File: src/rtl/pin_irq_pkg.sv
package pin_irq_pkg;

  typedef enum logic {
    TRIG_EDGE  = 1'b0,
    TRIG_LEVEL = 1'b1
  } trig_e;

  // Effective line level after the programmable inversion.
  function automatic logic eff_level(input logic raw, input logic inv);
    return raw ^ inv;
  endfunction

  // Edge line pending bit: a new rise survives a service in the same cycle,
  // a mask discards everything.
  function automatic logic edge_pend_next(input logic pend, input logic rise,
                                          input logic served, input logic masked);
    return ((pend & ~served) | rise) & ~masked;
  endfunction

  // In-service flag: the release (end-of-interrupt or rewrite) is applied
  // first, a service in the same cycle then sets the flag again.
  function automatic logic rirr_next(input logic rirr, input logic clr,
                                     input logic set);
    return set | (rirr & ~clr);
  endfunction

  // A line wants delivery when pending, unmasked and, in level mode, idle.
  function automatic logic want_service(input logic pend, input logic masked,
                                        input trig_e trig, input logic rirr);
    return pend & ~masked & ((trig == TRIG_EDGE) | ~rirr);
  endfunction

endpackage

File: src/rtl/pin_trig_cell.sv
module pin_trig_cell
  import pin_irq_pkg::*;
(
  input  logic  clk,
  input  logic  rst_n,
  input  logic  raw_in,
  input  logic  inv,
  input  trig_e trig,
  input  logic  masked,
  input  logic  rirr_clr,
  input  logic  served,
  output logic  want,
  output logic  pend,
  output logic  rirr
);

  logic eff;
  logic eff_q;
  logic rise;
  logic pend_q;
  logic rirr_q;
  logic pend_d;
  logic rirr_d;

  always_comb begin
    eff  = eff_level(raw_in, inv);
    rise = eff & ~eff_q;
  end

  always_comb begin
    if (trig == TRIG_LEVEL) begin
      pend_d = eff;
    end else begin
      pend_d = edge_pend_next(pend_q, rise, served, masked);
    end
    rirr_d = rirr_next(rirr_q, rirr_clr, served & (trig == TRIG_LEVEL));
  end

  always_ff @(posedge clk) begin
    if (!rst_n) begin
      eff_q  <= 1'b0;
      pend_q <= 1'b0;
      rirr_q <= 1'b0;
    end else begin
      eff_q  <= eff;
      pend_q <= pend_d;
      rirr_q <= rirr_d;
    end
  end

  assign want = want_service(pend_q, masked, trig, rirr_q);
  assign pend = pend_q;
  assign rirr = rirr_q;

endmodule

File: src/rtl/eoi_lookup.sv
module eoi_lookup #(
  parameter int NUM_PINS = 8,
  parameter int VEC_W    = 8
) (
  input  logic                      eoi_valid,
  input  logic [VEC_W-1:0]          eoi_vector,
  input  logic [NUM_PINS*VEC_W-1:0] vec_flat,
  output logic [NUM_PINS-1:0]       hit_oh
);

  logic [NUM_PINS-1:0] match;

  for (genvar i = 0; i < NUM_PINS; i++) begin : g_cmp
    assign match[i] = eoi_valid & (vec_flat[i*VEC_W +: VEC_W] == eoi_vector);
  end

  // Keep only the lowest-numbered match.
  always_comb begin
    hit_oh = '0;
    for (int i = NUM_PINS - 1; i >= 0; i--) begin
      if (match[i]) begin
        hit_oh    = '0;
        hit_oh[i] = 1'b1;
      end
    end
  end

endmodule

File: src/rtl/svc_pick.sv
module svc_pick #(
  parameter int NUM_PINS = 8,
  parameter int IDX_W    = 3
) (
  input  logic [NUM_PINS-1:0] req,
  output logic [NUM_PINS-1:0] gnt,
  output logic [IDX_W-1:0]    idx,
  output logic                any
);

  always_comb begin
    gnt = '0;
    idx = '0;
    for (int i = NUM_PINS - 1; i >= 0; i--) begin
      if (req[i]) begin
        gnt    = '0;
        gnt[i] = 1'b1;
        idx    = IDX_W'(i);
      end
    end
    any = |req;
  end

endmodule

File: src/rtl/pin_irq_ctrl.sv
module pin_irq_ctrl
  import pin_irq_pkg::*;
#(
  parameter int NUM_PINS = 8,
  parameter int VEC_W    = 8,
  localparam int PIN_W   = (NUM_PINS > 1) ? $clog2(NUM_PINS) : 1
) (
  input  logic                      clk,
  input  logic                      rst_n,
  input  logic [NUM_PINS-1:0]       pin_level,
  input  logic [NUM_PINS-1:0]       cfg_mask,
  input  logic [NUM_PINS-1:0]       cfg_polarity,
  input  logic [NUM_PINS-1:0]       cfg_level_trig,
  input  logic [NUM_PINS*VEC_W-1:0] cfg_vector,
  input  logic [NUM_PINS-1:0]       tbl_wr_lo,
  input  logic                      eoi_valid,
  input  logic [VEC_W-1:0]          eoi_vector,
  output logic                      dlv_valid,
  output logic [PIN_W-1:0]          dlv_pin,
  output logic [VEC_W-1:0]          dlv_vector,
  output logic                      dlv_level
);

  // Named internal events, also observed by the bound checker.
  logic [NUM_PINS-1:0] svc_req;
  logic [NUM_PINS-1:0] svc_gnt;
  logic [PIN_W-1:0]    svc_idx;
  logic                svc_any;
  logic [NUM_PINS-1:0] eoi_hit;
  logic [NUM_PINS-1:0] rirr_clr;
  logic [NUM_PINS-1:0] rirr_vec;
  logic [NUM_PINS-1:0] pend_vec;
  logic [VEC_W-1:0]    vec_arr [NUM_PINS];

  eoi_lookup #(
    .NUM_PINS (NUM_PINS),
    .VEC_W    (VEC_W)
  ) u_eoi (
    .eoi_valid  (eoi_valid),
    .eoi_vector (eoi_vector),
    .vec_flat   (cfg_vector),
    .hit_oh     (eoi_hit)
  );

  assign rirr_clr = eoi_hit | tbl_wr_lo;

  for (genvar i = 0; i < NUM_PINS; i++) begin : g_pin
    assign vec_arr[i] = cfg_vector[i*VEC_W +: VEC_W];

    pin_trig_cell u_cell (
      .clk      (clk),
      .rst_n    (rst_n),
      .raw_in   (pin_level[i]),
      .inv      (cfg_polarity[i]),
      .trig     (trig_e'(cfg_level_trig[i])),
      .masked   (cfg_mask[i]),
      .rirr_clr (rirr_clr[i]),
      .served   (svc_gnt[i]),
      .want     (svc_req[i]),
      .pend     (pend_vec[i]),
      .rirr     (rirr_vec[i])
    );
  end

  svc_pick #(
    .NUM_PINS (NUM_PINS),
    .IDX_W    (PIN_W)
  ) u_pick (
    .req (svc_req),
    .gnt (svc_gnt),
    .idx (svc_idx),
    .any (svc_any)
  );

  always_ff @(posedge clk) begin
    if (!rst_n) begin
      dlv_valid  <= 1'b0;
      dlv_pin    <= '0;
      dlv_vector <= '0;
      dlv_level  <= 1'b0;
    end else begin
      dlv_valid <= svc_any;
      if (svc_any) begin
        dlv_pin    <= svc_idx;
        dlv_vector <= vec_arr[svc_idx];
        dlv_level  <= cfg_level_trig[svc_idx];
      end
    end
  end

endmodule

File: config.mk
export PLATFORM = sky130hd
export DESIGN_NAME = pin_irq_ctrl
export DESIGN_NICKNAME = d
export VERILOG_FILES = /design/src/rtl/pin_irq_pkg.sv /design/src/rtl/pin_trig_cell.sv /design/src/rtl/eoi_lookup.sv /design/src/rtl/svc_pick.sv /design/src/rtl/pin_irq_ctrl.sv
export SDC_FILE = /design/constraint.sdc
export NUM_CORES = 1
export LEC_CHECK = 0
export ABC_AREA = 1
export ABC_CLOCK_PERIOD_IN_PS = 1800
export BUFFER_PORTS_ARGS = -buffer_cell sky130_fd_sc_hd__buf_2
export CAP_MARGIN = 30
export CORE_MARGIN = 10
export CORE_UTILIZATION = 46
export DETAILED_ROUTE_END_ITERATION = 10
export GPL_TIMING_DRIVEN = 0
export PLACE_DENSITY = 0.89
export SYNTH_ARGS = -nofsm -noshare
export SYNTH_HDL_FRONTEND = slang
export SYNTH_SLANG_ARGS = --single-unit
File: constraint.sdc
create_clock -name clk -period 1.8 [get_ports clk]
set_clock_uncertainty 0.2 [all_clocks]
set_input_delay 0.09 -clock clk [delete_from_list [all_inputs] [get_ports clk]]
set_output_delay 0.09 -clock clk [all_outputs]
set_load 0.02 [all_outputs]
==> results of run 1 <==
## cell type report
type,instances,area [µm²]
Sequential cell,37,751
Buffer,21,200
Inverter,99,383
Clock buffer,5,68.8
Fill cell,550,1760
Clock inverter,3,17.5
Tap cell,99,124
Multi-Input combinational cell,443,2620
Antenna cell,1,2.50
Timing Repair Buffer,190,1370
## per-stage QoR
| stage | total power [mW] | cells |
|---|---|---|
| after floorplan | 1.78 | 600 |
| after global routing | 3.63 | 897 |
| final | 3.49 | 898 |
| after detailed placement | 2.23 | 821 |
| after global placement | 2.21 | 821 |
| after CTS | 3.07 | 880 |
## cell usage after synthesis, drive strengths merged
cell | instances | share of area
o221ai | 1 | 0.0025
clkbuf | 4 | 0.0043
nand3 | 106 | 0.17
buf | 17 | 0.037
xor2 | 10 | 0.025
a32o | 1 | 0.0029
or2 | 1 | 0.0018
o21ai | 32 | 0.047
inv | 96 | 0.10
clkinv | 3 | 0.0036
xnor2 | 12 | 0.030
nand2 | 167 | 0.19
nand3b | 5 | 0.011
dfxtp | 37 | 0.21
nand4 | 6 | 0.013
o22ai | 18 | 0.032
o2111ai | 2 | 0.0050
nor2 | 53 | 0.066
nor3 | 7 | 0.010
nor4 | 1 | 0.0018
a21oi | 18 | 0.029
o211ai | 3 | 0.0065
## cell usage in the layout, fill, tap and decap left out, drive strengths merged
| cell | instances |
|---|---|
| o22ai | 18 |
| nand3 | 106 |
| a32o | 1 |
| or2 | 1 |
| nor3 | 7 |
| o21ai | 32 |
| clkinv | 4 |
| inv | 96 |
| clkbuf | 11 |
| o2111ai | 2 |
| a21oi | 18 |
| o221ai | 1 |
| nor2 | 53 |
| buf | 162 |
| o211ai | 3 |
| clkinvlp | 2 |
| dlymetal6s4s | 1 |
| xnor2 | 12 |
| diode | 1 |
| nand3b | 5 |
| nor4 | 1 |
| xor2 | 10 |
| nand2 | 167 |
| dlygate4sd3 | 42 |
| nand4 | 6 |
| dfxtp | 37 |
## registers in the layout (all words and copies together) (netlist names)
register            cells
dlv_valid               1
g_pin.u_cell.eff_q      8
g_pin.u_cell.pend       8
dlv_vector              8
g_pin.u_cell.rirr       8
dlv_level               1
dlv_pin                 3
## kinds of logic after synthesis
logic type             Yosys count  share of synthesized area
XOR/XNOR                        22                     0.0554
AO/OA/AOI/OAI                   75                      0.126
flip-flops                      37                      0.213
buffers and inverters          120                      0.149
AND/OR/NAND/NOR                346                      0.457
## power by group through the flow
stage | Combinational (mW) | Clock, mW | Sequential (mW)
global route | 2.03 | 0.638 | 0.963
floorplan | 0.752 | 0 | 1.02
CTS | 1.52 | 0.595 | 0.948
detailed placement | 1.27 | 0 | 0.963
global placement | 1.25 | 0 | 0.959
finish | 1.91 | 0.618 | 0.957
## repair_timing
action                     CTS  global route
resized for setup           51            74
cloned                       2             3
setup buffers                7            13
hold endpoints to repair    28             5
pin swaps                   14            31
hold buffers                42             2
setup endpoints to repair   13            21
## worst reg2reg max path, cell delays in order (launching register included)
cell	delay (ns)
sky130_fd_sc_hd__dfxtp_2	0.34
sky130_fd_sc_hd__nand2_2	0.12
sky130_fd_sc_hd__nand3_4	0.18
sky130_fd_sc_hd__nand3_4	0.15
sky130_fd_sc_hd__nand3_4	0.10
sky130_fd_sc_hd__nand2_4	0.10
sky130_fd_sc_hd__nand2_4	0.08
sky130_fd_sc_hd__inv_4	0.12
sky130_fd_sc_hd__buf_8	0.14
sky130_fd_sc_hd__nand2_1	0.18
sky130_fd_sc_hd__nand3_2	0.16
sky130_fd_sc_hd__nand3_2	0.09
sky130_fd_sc_hd__nand3_2	0.08
sky130_fd_sc_hd__nand2_1	0.05
## worst paths after layout
path	slack, ns	endpoint	cells after the start
max	-0.40	dlv_level	13
min	-0.11	dlv_vector[3]	3
max reg2reg	-0.40	dlv_level	13
min reg2reg	0.26	dlv_vector[4]	2
## routing by layer
metal,routed length (µm),up-vias
met5,0,-
met4,1380,0
met3,2560,168
met2,8680,482
met1,6390,2443
li1,-,2320
==> results.txt, run 1 <==
- Static timing analysis puts the maximum clock frequency at 0.455 GHz.
- Post-synthesis to final-layout area growth: 59.0%
- Of the total power, the clock network draws 0.177.
- The net count of the finished layout is 912.
- Outcome: complete, but fails checks
- Of the synthesized area, sequential elements account for 0.213.
- Across the VDD grid, the largest voltage drop is 0.413 mV.
- Final setup violating endpoints: 17
- The clock reaches the later pin of the worst-skew pair after 0.31 ns.
* Gr ovfl total: 0
- #FFs+latches synth: 37
* Mean area per synthesized cell: 5.80 µm²
* CTS tree: done
- Entering global routing, the biggest net connects 13 pins.
- Total power per unit cell area: 631 mW/mm²
- Count of vias placed by the detailed router: 5413
- Headroom to the max-slew limit came out at 0.586.
* Final-report max-slew violation count: 0
* Share of total power in combinational logic: 0.548
- The tree is rooted in a sky130_fd_sc_hd__clkbuf_8.
* Io pins: 128
* Final cell utilization of the core: 0.758
- With fillers left out, the area of the finished cells amounts to 0.00553 mm².
- Proportion of power drawn by flip-flops and latches: 0.274
* DRC Markers: 0
* Core Area: 0.00729 mm²
- For this configuration, the core starts out at a cell density of 0.477.
- GR Util All Layers: 0.278
* Final weighted congestion of routability-driven global placement: 0.946
- Number of distinct standard cells referenced by the synthesized netlist: 37
- The critical path starts at g_pin[4].u_cell.rirr.
* Most crowded layer after global routing: met2
- The number of antenna violations at the first check in global routing was 0.
- Slew at the pin with the worst max-slew slack: 0.621 ns
- Counting every sink on the clock net gives 37.
* Antenna Nets Post-Route: 0
- PortBufs: 122
- Max-Cap Viols: 0
- For this run, global-route usage on met1 was measured as 0.333.
- Clk slew on worst S/H paths: 0.09 ns
* Routed WL per cell: 21.2 µm
* Crit Path Max Fanout: 7
- The HPWL after detailed placement is 11700 µm.
- The number of global-route vias before repair was 5047.
* Number of iterations in the first detailed-routing pass: 10
* Family with the most delay on the worst path: simple AND/OR/NAND/NOR gates
- The worst setup path is launched from a register.
- For this block, the routed nets add up to 19000 µm of wire.
- Reported net switching power: 1.51 mW
- Layout cells sized above 1: 0.356
- Critical path buffer and inverter count: 2
- The final-report hold violation count is 3.
* Start point of the worst hold path: rst_n
- Synth Net Count: 715
* Dpl cell area: 0.00421 mm²
- Cell Rows: 31
* Net switching fraction of the power: 0.432
- Once routing completed, OpenROAD measured the worst setup slack at -0.399 ns.
- Routing usage on met3: 0.0653
* Total Neg Setup Slack: -3.54 ns
- Critical path's slowest cell: sky130_fd_sc_hd__dfxtp_2
- Type of the worst setup path: reg2reg
- The internal portion of the total power is 1.98 mW.
- Htree depth: 2
* Tightest Hold Check Type: in2reg
* Setup repair after global routing missed its margin: true
- The die covers 0.0114 mm².
- Synth Instances: 600
- The number of clock buffers added by TritonCTS is 5.
* Stage delay of the slowest cell on the critical path: 0.34 ns
- Die extent in y: 107 µm
* Worst path required time: 1.81 ns
- For this block, the initial DRC count from the detailed router was 694.
* Crit path time final: 2.20 ns
- Clk buf depth: 2
- The analysis attributes to cell leakage a power of 2.83 nW.
* Worst-case setup slack after placement: -0.306 ns
- In this run the cell area of the synthesized design comes to 0.00348 mm².
- Data arrives at the worst endpoint at 2.21 ns.
* Met2 Resource Use GR: 0.471
- Hold slack final: -0.109 ns
- For this run, the number of Yosys warnings is 0.
- Worst reg2reg startpoint: g_pin[4].u_cell.rirr
- STA classifies the critical path endpoint as a register.
- Vias per std cell: 6.03
- The first global-routing pass estimated 25800 µm of wire.
- Die width: 107 µm
- Dividing the final minimum period by the clock period gives 1.22.
- Walking the worst path, the cells encountered are nand2_2, nand3_4, nand3_4, nand3_4, nand2_4, nand2_4, inv_4, buf_8, nand2_1, nand3_2, nand3_2, nand3_2, nand2_1.
- Violations in the final reports: negative hold slack, negative setup slack
Power figures use the tool's default switching activity.
==> inputs of run 2 (changes only) <==
--- a/config.mk
+++ b/config.mk
@@ -14,6 +14,7 @@
 export DETAILED_ROUTE_END_ITERATION = 10
 export GPL_TIMING_DRIVEN = 0
 export PLACE_DENSITY = 0.89
+export SETUP_SLACK_MARGIN = 0.05
 export SYNTH_ARGS = -nofsm -noshare
 export SYNTH_HDL_FRONTEND = slang
 export SYNTH_SLANG_ARGS = --single-unit
==> run 2 against run 1 <==
The run still ends with negative hold slack, negative setup slack left. Critical path depth rose by 1. Global-route usage rose by 0.21 points. Worst setup slack gained 0.19 ns. Sequential power barely moved. Combinational power decreased by 11%. Hold slack improved by 0.0040 ns. Total power fell by 6.6%. Clock-buffer cell count unchanged. Critical path type unchanged. Largest cell class unchanged.
==> results.txt, run 2 (synthesis gave the netlist of run 1 again) <==
* Outcome: complete, but fails checks
* Violations in the final reports: negative hold slack, negative setup slack
- The slowest stage of the critical path belongs to the cell sky130_fd_sc_hd__dfxtp_2.
- DRC Markers: 0 (unchanged)
- Slew at the pin with the worst max-slew slack: 0.546 ns (-0.0750 ns)
* CP startpoint kind: register
* Final setup violating endpoints: 9 (-8)
* Final weighted congestion of routability-driven global placement: 0.946 (unchanged)
- Leaving out fill and tap cells, the most frequent cell in the layout is sky130_fd_sc_hd__nand2_1.
* GR Util All Layers: 0.280 (+0.00207)
* Total Neg Setup Slack: -1.23 ns (+2.31 ns)
- Clock Latency Late Sink: 0.30 ns (about the same)
- First-pass GRT wire length: 26100 µm (+0.99%)
- Routed WL per cell: 19.4 µm (-8.5%)
* Hold slack final: -0.105 ns (+0.00404 ns)
- Initial antenna violation count: 0 (unchanged)
* Final HPWL from detailed placement: 11700 µm (unchanged)
* Least setup slack across all paths after layout: -0.213 ns (+0.186 ns)
* Via count of the first global-routing pass: 5124 (+1.5%)
- Final-report max-slew violation count: 0 (unchanged)
- The number of iterations in the first detailed-routing pass is 6 (-4).
* Antenna Nets Post-Route: 0 (unchanged)
- Clk buf depth: 2 (unchanged)
* Crit path time final: 2.01 ns (-0.186 ns)
- TritonCTS built the clock tree.
* Vias per std cell: 5.80 (-3.9%)
- Core Area: 0.00729 mm² (unchanged)
- Max-Cap Viols: 0 (unchanged)
- The highest achievable clock rate came to 0.497 GHz (+9.2%).
* Worst path required time: 1.80 ns (about the same)
* Crit Path Max Fanout: 10 (+3)
- The initial standard-cell utilization of the core came to 0.477 (unchanged).
* Post-synthesis to final-layout area growth: 51.2%
- The number of cells after detailed placement came to 821 (unchanged).
* Instance count along the most critical hold path: 3 (unchanged)
- The highest cell delay on the worst timing path was 0.33 ns (about the same).
* Number of buffers created by CTS: 5 (unchanged)
- The count of fill cells added during filler insertion came to 586 (+6.5%).
- The count of antenna diodes in the layout came to 0 (-1).
* Clock Tree Root: sky130_fd_sc_hd__clkbuf_8
- Most frequent cells in the layout: sky130_fd_sc_hd__nand2_1 (143), sky130_fd_sc_hd__buf_2 (131), sky130_fd_sc_hd__inv_1 (87)
* Portion of the clock cycle consumed by the worst path in the final layout: 1.12 (-0.103)
- Post-detailed-routing wire length: 17100 µm (-9.8%)
- Sum of internal, switching and leakage power: 3.26 mW (-6.6%)
- Crit path arrival time: 2.02 ns (-0.19 ns)
* Tightest Hold Check Type: in2reg
- Die width: 107 µm (unchanged)
- The signal on the critical path passes through nand2_2, nand3_4, nand3_2, nand3_4, nand2_4, nand2_4, buf_12, buf_8, nand2_1, nand3_1, nand3_1, nand3_2, nand2_1, inv_1.
- The chip height was 107 µm (unchanged).
- The number of DRC violations after detailed-routing iteration 0 was 470 (-32%).
* Clk slew on worst S/H paths: 0.09 ns (about the same)
- R2R depth: 14 (+1)
- The fraction of final layout cells sized beyond drive strength 1 came to 0.331 (-0.0251).
- The final net count came to 900 (-1.3%).
* Worst-case setup slack after placement: -0.306 ns (unchanged)
- Htree depth: 2 (unchanged)
- Clock Sinks: 37 (unchanged)
- The power per standard cell area is 620 mW/mm² (-1.7%).
* PortBufs: 122 (unchanged)
- The total number of vias came to 5129 (-5.2%).
* Worst supply voltage drop on vdd: 0.405 mV (-1.9%)
- The worst setup path is of the reg2reg kind.
* DIE AREA: 0.0114 mm² (unchanged)
- The pin count of the biggest net entering global routing came to 13 (unchanged).
- Static Leak: 2.71 nW (-4.2%)
* Non-filler instance count after layout: 885 (-1.4%)
- The top-level port count was 128 (unchanged).
* Hold Fails Final Rpt: 4 (+1)
* Critical path capture point type: register
* Worst rel slew slack: 0.632 (+0.0461)
* Gr ovfl total: 0 (unchanged)
- The row count came to 31 (unchanged).
- Setup repair after global routing missed its margin: true
run 2: worst max-delay path, delay by kind of cell (launching register included):
family | cells | cell delay, ns
buffers and inverters | 3 | 0.33
flip-flops | 1 | 0.33
AND/OR/NAND/NOR | 11 | 1.03
run 2: power breakdown:
group,internal [mW],total (mW),switching (mW)
Sequential,0.907,0.954,0.0473
Combinational,0.700,1.70,1.00
Clock,0.268,0.605,0.337
run 2: final timing paths:
path                                           start             to  slack, ns
worst max-delay path            g_pin[4].u_cell.rirr  dlv_vector[6]      -0.21
worst min-delay path                           rst_n  dlv_vector[3]      -0.10
worst min register to register         dlv_vector[0]  dlv_vector[0]       0.25
worst max register to register  g_pin[4].u_cell.rirr  dlv_vector[6]      -0.21
run 2: stage by stage:
step                      utilization  area, µm²
after floorplan                     -       3480
after global placement          0.578       4210
after detailed placement        0.578       4210
after CTS                       0.688       5020
after global routing            0.721       5260
final                           0.721       5260
run 2: area by class of cell:
| type | count | area (µm²) | share of cell area |
|---|---|---|---|
| Clock buffer | 5 | 68.8 | 0.0131 |
| Timing Repair Buffer | 178 | 1190 | 0.227 |
| Multi-Input combinational cell | 443 | 2540 | 0.483 |
| Sequential cell | 37 | 753 | 0.143 |
| Tap cell | 99 | 124 | 0.0236 |
| Buffer | 21 | 175 | 0.0333 |
| Clock inverter | 3 | 17.5 | 0.00333 |
| Inverter | 99 | 385 | 0.0733 |
run 2: repair_timing:
action | in CTS | in global routing
pin swaps | 16 | 19
hold endpoints to repair | 28 | 4
buffers inserted | 7 | 7
cloned | 2 | 0
resized for setup | 53 | 48
setup endpoints to repair | 20 | 24
hold buffers | 40 | 1
run 2: metal layers:
| layer | vias to the layer above | global-route usage | part of all wire |
|---|---|---|---|
| li1 | 2296 | - | - |
| met1 | 2323 | 0.325 | 0.36 |
| met2 | 409 | 0.471 | 0.47 |
| met3 | 101 | 0.0737 | 0.11 |
| met4 | 0 | 0.132 | 0.052 |
| met5 | - | 0 | 0 |
